File: config.mk
export PLATFORM = sky130hd
export DESIGN_NAME = cfgwin_decoder
export DESIGN_NICKNAME = d
export VERILOG_FILES = /design/src/rtl/cfgwin_pkg.sv /design/src/rtl/cfgwin_xlate.sv /design/src/rtl/cfgwin_lanes.sv /design/src/rtl/cfgwin_irqmap.sv /design/src/rtl/cfgwin_decoder.sv
export SDC_FILE = /design/constraint.sdc
export NUM_CORES = 1
export LEC_CHECK = 0
export ABC_AREA = 1
export BUFFER_PORTS_ARGS = -buffer_cell sky130_fd_sc_hd__buf_2
export CAP_MARGIN = 20
export CORE_UTILIZATION = 39
export CTS_CLUSTER_SIZE = 40
export DETAILED_ROUTE_END_ITERATION = 8
export GPL_TIMING_DRIVEN = 0
export PLACE_DENSITY = 0.78
export SKIP_LAST_GASP = 1
export SYNTH_ARGS = -nofsm -noshare
export SYNTH_HDL_FRONTEND = slang
export SYNTH_SLANG_ARGS = --single-unit
File: constraint.sdc
create_clock -name clk -period 1.1 [get_ports clk]
set_input_delay 0.055 -clock clk [delete_from_list [all_inputs] [get_ports clk]]
set_output_delay 0.055 -clock clk [all_outputs]
set_load 0.03 [all_outputs]
File: src/rtl/cfgwin_pkg.sv
package cfgwin_pkg;

  typedef enum logic [1:0] {
    ST_IDLE = 2'd0,
    ST_CFG  = 2'd1,
    ST_IACK = 2'd2,
    ST_MISS = 2'd3
  } cfgwin_state_e;

  // Byte-enable pattern for a transfer size code before lane shifting.
  function automatic logic [3:0] size_mask(input logic [1:0] sz);
    case (sz)
      2'd0:    size_mask = 4'b0001;
      2'd1:    size_mask = 4'b0011;
      default: size_mask = 4'b1111;
    endcase
  endfunction

  // Bit mask keeping the low bytes of a right-justified value.
  function automatic logic [31:0] size_keep(input logic [1:0] sz);
    case (sz)
      2'd0:    size_keep = 32'h0000_00FF;
      2'd1:    size_keep = 32'h0000_FFFF;
      default: size_keep = 32'hFFFF_FFFF;
    endcase
  endfunction

endpackage

File: src/rtl/cfgwin_xlate.sv
module cfgwin_xlate #(
  parameter int          AW        = 32,
  parameter logic [31:0] WIN_BASE  = 32'h8080_0000,
  parameter int          WIN_BITS  = 22,
  parameter int          REG_BITS  = 11,
  parameter logic [31:0] IACK_ADDR = 32'hBFFF_FFF0,
  localparam int         SEL_W     = WIN_BITS - REG_BITS,
  localparam int         DEV_W     = $clog2(SEL_W + 1),
  localparam int         CA_W      = REG_BITS + DEV_W
) (
  input  logic [AW-1:0]   addr,
  output logic            in_win,
  output logic            is_iack,
  output logic [CA_W-1:0] cfg_addr
);

  logic [SEL_W-1:0] sel;
  logic [DEV_W-1:0] dev;

  assign sel     = addr[WIN_BITS-1:REG_BITS];
  assign in_win  = (addr[AW-1:WIN_BITS] == WIN_BASE[AW-1:WIN_BITS]);
  assign is_iack = (addr == IACK_ADDR[AW-1:0]);

  // Lowest set select bit wins; no bit set gives SEL_W.
  always_comb begin
    dev = DEV_W'(SEL_W);
    for (int i = SEL_W - 1; i >= 0; i--) begin
      if (sel[i]) dev = DEV_W'(i);
    end
  end

  assign cfg_addr = {dev, addr[REG_BITS-1:0]};

endmodule

File: src/rtl/cfgwin_lanes.sv
module cfgwin_lanes
  import cfgwin_pkg::*;
(
  input  logic [1:0]  lane,
  input  logic [1:0]  size,
  input  logic [31:0] wdata,
  input  logic [31:0] cfg_rdata,
  output logic [3:0]  be,
  output logic [31:0] wdata_sh,
  output logic [31:0] rdata_sh
);

  logic [7:0] be_wide;

  assign be_wide  = {4'b0000, size_mask(size)} << lane;
  assign be       = be_wide[3:0];
  assign wdata_sh = wdata << {lane, 3'b000};
  assign rdata_sh = (cfg_rdata >> {lane, 3'b000}) & size_keep(size);

endmodule

File: src/rtl/cfgwin_irqmap.sv
module cfgwin_irqmap #(
  parameter int  NDEV       = 4,
  parameter int  PINS       = 4,
  parameter int  HOST_LINES = 4,
  parameter int  SWZ_LINES  = 2,
  localparam int IN_W       = NDEV * PINS
) (
  input  logic [IN_W-1:0]       dev_irq,
  output logic [HOST_LINES-1:0] host_irq
);

  for (genvar k = 0; k < HOST_LINES; k++) begin : g_line
    logic acc;
    always_comb begin
      acc = 1'b0;
      for (int d = 0; d < NDEV; d++) begin
        for (int p = 0; p < PINS; p++) begin
          if (((p + d) % SWZ_LINES) == k) acc = acc | dev_irq[d*PINS + p];
        end
      end
    end
    assign host_irq[k] = acc;
  end

endmodule

File: src/rtl/cfgwin_decoder.sv
module cfgwin_decoder
  import cfgwin_pkg::*;
#(
  parameter logic [31:0] WIN_BASE   = 32'h8080_0000,
  parameter int          WIN_BYTES  = 32'h0040_0000,
  parameter int          REG_BITS   = 11,
  parameter logic [31:0] IACK_ADDR  = 32'hBFFF_FFF0,
  parameter int          NDEV       = 4,
  parameter int          PINS       = 4,
  parameter int          HOST_LINES = 4,
  localparam int         WIN_BITS   = $clog2(WIN_BYTES),
  localparam int         SEL_W      = WIN_BITS - REG_BITS,
  localparam int         DEV_W      = $clog2(SEL_W + 1),
  localparam int         CA_W       = REG_BITS + DEV_W,
  localparam int         IRQ_W      = NDEV * PINS
) (
  input  logic                  clk,
  input  logic                  rst_n,
  input  logic [31:0]           cpu_addr,
  input  logic                  cpu_rd,
  input  logic                  cpu_wr,
  input  logic [1:0]            cpu_size,
  input  logic [31:0]           cpu_wdata,
  output logic [31:0]           cpu_rdata,
  output logic                  cpu_ack,
  output logic                  cfg_req,
  output logic                  cfg_we,
  output logic [CA_W-1:0]       cfg_addr,
  output logic [3:0]            cfg_be,
  output logic [31:0]           cfg_wdata,
  input  logic [31:0]           cfg_rdata,
  input  logic                  cfg_done,
  output logic                  iack_req,
  input  logic [7:0]            iack_vec,
  input  logic                  iack_done,
  input  logic [IRQ_W-1:0]      dev_irq,
  output logic [HOST_LINES-1:0] host_irq
);

  cfgwin_state_e    state;
  logic [1:0]       lat_lane;
  logic [1:0]       lat_size;
  logic [31:0]      lat_wdata;
  logic             lat_we;
  logic [CA_W-1:0]  lat_caddr;

  // Named internal events
  logic             strobe;
  logic             hit_win;
  logic             hit_iack;
  logic             iack_legal;
  logic [CA_W-1:0]  live_caddr;
  logic [31:0]      rd_shifted;
  logic             cfg_finish;
  logic             iack_finish;

  assign strobe      = cpu_rd | cpu_wr;
  assign iack_legal  = hit_iack & cpu_rd & ~cpu_wr & (cpu_size == 2'd0);
  assign cfg_finish  = (state == ST_CFG) & cfg_done;
  assign iack_finish = (state == ST_IACK) & iack_done;

  cfgwin_xlate #(
    .AW       (32),
    .WIN_BASE (WIN_BASE),
    .WIN_BITS (WIN_BITS),
    .REG_BITS (REG_BITS),
    .IACK_ADDR(IACK_ADDR)
  ) u_xlate (
    .addr    (cpu_addr),
    .in_win  (hit_win),
    .is_iack (hit_iack),
    .cfg_addr(live_caddr)
  );

  cfgwin_lanes u_lanes (
    .lane     (lat_lane),
    .size     (lat_size),
    .wdata    (lat_wdata),
    .cfg_rdata(cfg_rdata),
    .be       (cfg_be),
    .wdata_sh (cfg_wdata),
    .rdata_sh (rd_shifted)
  );

  cfgwin_irqmap #(
    .NDEV      (NDEV),
    .PINS      (PINS),
    .HOST_LINES(HOST_LINES)
  ) u_irq (
    .dev_irq (dev_irq),
    .host_irq(host_irq)
  );

  always_ff @(posedge clk) begin
    if (!rst_n) begin
      state     <= ST_IDLE;
      lat_lane  <= '0;
      lat_size  <= '0;
      lat_wdata <= '0;
      lat_we    <= 1'b0;
      lat_caddr <= '0;
    end else begin
      case (state)
        ST_IDLE: begin
          if (strobe) begin
            lat_lane  <= cpu_addr[1:0];
            lat_size  <= cpu_size;
            lat_wdata <= cpu_wdata;
            lat_we    <= cpu_wr;
            lat_caddr <= live_caddr;
            if (hit_win)         state <= ST_CFG;
            else if (iack_legal) state <= ST_IACK;
            else                 state <= ST_MISS;
          end
        end
        ST_CFG:  if (cfg_done)  state <= ST_IDLE;
        ST_IACK: if (iack_done) state <= ST_IDLE;
        default: state <= ST_IDLE;
      endcase
    end
  end

  assign cfg_req  = (state == ST_CFG);
  assign cfg_we   = lat_we;
  assign cfg_addr = lat_caddr;
  assign iack_req = (state == ST_IACK);
  assign cpu_ack  = cfg_finish | iack_finish | (state == ST_MISS);

  always_comb begin
    if (state == ST_CFG)       cpu_rdata = rd_shifted;
    else if (state == ST_IACK) cpu_rdata = {24'h0, iack_vec};
    else                       cpu_rdata = '1;
  end

  // Assertions
  p_req_hold_r5: assert property (@(posedge clk) disable iff (!rst_n)
    cfg_req && !cfg_done |=> cfg_req && $stable(cfg_addr) && $stable(cfg_be)
                             && $stable(cfg_we) && $stable(cfg_wdata));

  p_iack_hold_r6: assert property (@(posedge clk) disable iff (!rst_n)
    iack_req && !iack_done |=> iack_req);

  p_excl_r7: assert property (@(posedge clk) disable iff (!rst_n)
    !(cfg_req && iack_req));

  p_iack_byte_r7: assert property (@(posedge clk) disable iff (!rst_n)
    $rose(iack_req) |-> $past(cpu_rd) && !$past(cpu_wr) && $past(cpu_size) == 2'd0);

  p_miss_ones_r8: assert property (@(posedge clk) disable iff (!rst_n)
    cpu_ack && !cfg_req && !iack_req |-> cpu_rdata == '1);

  p_miss_once_r8: assert property (@(posedge clk) disable iff (!rst_n)
    cpu_ack && !cfg_req && !iack_req |=> !cpu_ack);

  p_dev_range_r3: assert property (@(posedge clk) disable iff (!rst_n)
    cfg_req |-> cfg_addr[CA_W-1:REG_BITS] <= DEV_W'(SEL_W));

  p_be_nonzero_r4: assert property (@(posedge clk) disable iff (!rst_n)
    cfg_req |-> cfg_be != 4'b0000);

endmodule

==> results.toml <==
[power_and_ir_drop]
p_clk_share_pct = 10.3
internal_power_uw = 6130
vdd_drop_max_mv = 1.32
seqPwrFrac_pct = 20.1
power.switching_uw = 5790
p_sw_share_pct = 48.6
p_comb_share_pct = 69.6
p_leak_uw = 0.00338
power_density_nw_per_um2 = 1540

[critical_path]
crit_required_ns = 1.04
crit-reg2reg-launch = "state[0]$_SDFFE_PN0P_"
reg2reg_to = "lat_wdata[12]$_SDFFE_PN0P_"
cp_data_arrival_time_ns = 1.85
critPathBufInv = 3
startpoint_type = "flop"
endpoint_kind = "primary output"
crit_path_max_incr_delay_ns = 0.38
worst-setup-path-type = "flop to primary output"
worst-r2r-cell-count = 7
cp.depth = 7
path_cells = "buf_12 -> buf_12 -> mux2i_2 -> nor2_1 -> nor2_2 -> a21oi_4 -> buf_6"
crit_fanout = 6
reg2reg_slack_ns = -0.67
path_delay_family = "buffers and inverters"
path_common_cell = "buf_12"
cp_slowest_cell = "dfxtp_4"

[timing]
finalHoldViolCount = 1
setup_ws_ns = -0.804
worstMarginPinSlew_ns = 0.841
drv_slew = 0
rsz0062_at_grt = "true"
fmax_ghz = 0.525
finalCritPeriodShare_pct = 173
layout_min_cycle_time_ns = 1.90
maxSlewHeadroom_pct = 44.0
skew_ns = 0.0187
setup_viol_count_final = 124
holdWs_ns = -0.00518

[synthesis]
yosys-top-cells-count = "118 x nor2_1, 81 x o21ai_0, 75 x nand2_1"
ys_warn_count = 0
yosysTopAreaCell = "dfxtp_1"
syn_inst = 541
synth.most_common_cell = "nor2_1"
netlist.area_leader.share_pct = 31.1
synthesis.area_sq_um = 3340
ys_ff_latch = 52
yosys-top-cells-area = "dfxtp_1 31%, nor2_1 13%, o21ai_0 12%"
synth_flop_cell = "dfxtp_1"
ys_types = 31
synth_edf_count = 0
synthArstFlopShare_pct = 0
avgSynthCellArea_sq_um = 6.18
ys_seq_area_share_pct = 31.1

[detailed_routing]
vias_per_cell = 6.70
wl_met1_microns = 7630
vias = 6449
wirelength_microns = 26200
topRoutingLayerUsed = "met5"
drt_pass1_iterations = 6
route.met2.wl_microns = 11400
wl_met3_microns = 4000
drtIter0Drc = 803
post_drt_wl_per_cell_microns = 27.2
remaining_drc_errors = 0
postRouteAntennaNets = 0

[global_routing]
overflow = 0
grt_max_degree = 17
grtUsageTotal_pct = 41.6
antenna_found_initial = 1
first_global_vias = 5493
grt_pass1_wl_microns = 28300

[clock_network]
tritoncts = "yes"
numCtsBuffers = 5
clkSinkCount = 52
cts.clk_slew.worst_paths_ns = 0.10
clockRootBuffer = "clkbuf_8"
h-tree-depth = 2
clk-insertion-delay-late_ns = 0.32
clock_path_buffers = 2

[placement]
place_ws_ns = -0.727
port_buffers = 215
dpl_cell_area_sq_um = 5210
place_hpwl_microns = 10900
place_congestion = 0.914

[outcome]
status = "complete, but fails checks"
violations = "hold timing, setup timing"

[layout]
drive_gt1_share_pct = 62.3
syn_to_final_growth_pct = 132
utilization_pct = 93.8
fin_nets = 983
design_area_sq_um = 7750

[die]
num_io_pins = 219
die-area_sq_um = 8950
core_sq_um = 8260
rows = 33
die_w_microns = 94.6
start_util_pct = 40.5
dieHeight_microns = 94.6

[hold_path]
hold_path_startpoint = "cpu_addr[6]"
worstHoldPathType = "input port to flop"
min_to = "cfg_addr[6]$_SDFFE_PN0P_"
hold_depth = 3

[job]
maxCapViolCount = 0
## cells by family after synthesis
| kind of cell | Yosys count | synth area share, % |
|---|---|---|
| and+or+nand+nor | 223 | 27.4 |
| AOI/OAI and AO/OA | 172 | 28.0 |
| buffers and inverters | 87 | 11.6 |
| DFF | 52 | 31.1 |
| muxes | 6 | 1.80 |
| other | 1 | 0.112 |
## final cells by class
| class | instances | area [sq um] |
|---|---|---|
| antenna | 1 | 2.50 |
| buffer | 35 | 457 |
| clock buffer | 6 | 82.6 |
| clock inverter | 2 | 13.8 |
| fill | 243 | 510 |
| inverter | 47 | 208 |
| multi-input combinational | 406 | 3170 |
| sequential | 52 | 1060 |
| tap | 105 | 131 |
| timing repair buffer | 307 | 2620 |
| timing repair inverter | 1 | 7.51 |
## routing by layer
metal | up-vias | track usage (%)
met2 | 764 | 69.7
met4 | 4 | 28.3
met1 | 2895 | 43.6
met3 | 348 | 14.7
met5 | - | 0
li1 | 2438 | -
## tightest hold or removal path: stages
cell and delay (ns):
buf_2 0.10, o21ai_2 0.05, nor2_1 0.07
## sequential cells by signal, indices dropped and copies added (netlist names)
signal and count:
lat_wdata 32, cfg_addr 14, lat_size 2, state 2, cfg_we 1, lat_lane 1
## layout by cell type (no fill, tap or decap), types with 3 or more instances in the layout
master / synthesis / routed
nor3_1: 3 / 3
buf_2: 13 / 144
nor2_2: 3 / 12
a21oi_2: 0 / 27
clkbuf_1: 14 / 4
a21oi_4: 0 / 5
o21ai_2: 0 / 35
a21oi_1: 50 / 18
nand2_1: 75 / 43
mux2i_4: 0 / 5
nor2_4: 1 / 25
o21ai_1: 14 / 26
a22oi_2: 0 / 8
nand4_1: 7 / 7
nand2_4: 0 / 11
clkbuf_4: 0 / 3
dfxtp_4: 0 / 4
o21ai_0: 81 / 6
o211ai_1: 8 / 8
inv_1: 41 / 40
o32ai_4: 0 / 3
dfxtp_1: 52 / 48
buf_8: 0 / 9
clkbuf_16: 0 / 5
nand3_1: 4 / 4
clkbuf_8: 0 / 7
buf_6: 0 / 87
o21ai_4: 1 / 31
nand2_2: 1 / 20
buf_12: 0 / 20
dlygate4sd3_1: 0 / 20
nor4_1: 7 / 7
buf_16: 0 / 5
buf_4: 12 / 43
nand2_8: 0 / 3
nor2_1: 118 / 85
## power by group through the flow
| stage | Combinational (uW) | Sequential [uW] | Clock [uW] |
|---|---|---|---|
| 4_1_cts | 6610 | 2310 | 1180 |
| 3_5_place_dp | 4840 | 2320 | 0 |
| 3_3_place_gp | 4770 | 2310 | 0 |
| 6_report | 8300 | 2390 | 1230 |
| 5_1_grt | 8570 | 2400 | 1310 |
| 2_1_floorplan | 3400 | 2420 | 0 |
## how the worst max path moves through the flow
stage | slack [ns] | from | end
after floorplan | -0.50 | cfg_addr[1]$_SDFFE_PN0P_ | cfg_wdata[0]
after global placement | -0.69 | lat_lane[0]$_SDFFE_PN0P_ | cfg_wdata[20]
after detailed placement | -0.73 | lat_lane[0]$_SDFFE_PN0P_ | cfg_wdata[17]
after CTS | -0.56 | lat_lane[0]$_SDFFE_PN0P_ | cpu_rdata[11]
after global routing | -1.18 | state[0]$_SDFFE_PN0P_ | cpu_rdata[28]
final | -0.80 | lat_lane[0]$_SDFFE_PN0P_ | cpu_rdata[5]
## timing repair
item	4_1_cts	5_1_grt
gates cloned	13	6
hold buffers	18	2
pin swaps	26	37
endpoints found under the setup margin	122	124
hold endpoints to repair	18	2
setup buffers	29	31
gates resized for setup	296	164
## metrics by stage
step | total power [uW] | TNS (ns) | cells
after detailed placement | 7160 | -33.88 | 862
after floorplan | 5810 | -19.01 | 542
final | 11900 | -56.38 | 962
after CTS | 10100 | -46.72 | 928
after global placement | 7080 | -30.85 | 862
after global routing | 12300 | -62.54 | 961
Note: power is estimated with default switching activity, not from simulation.
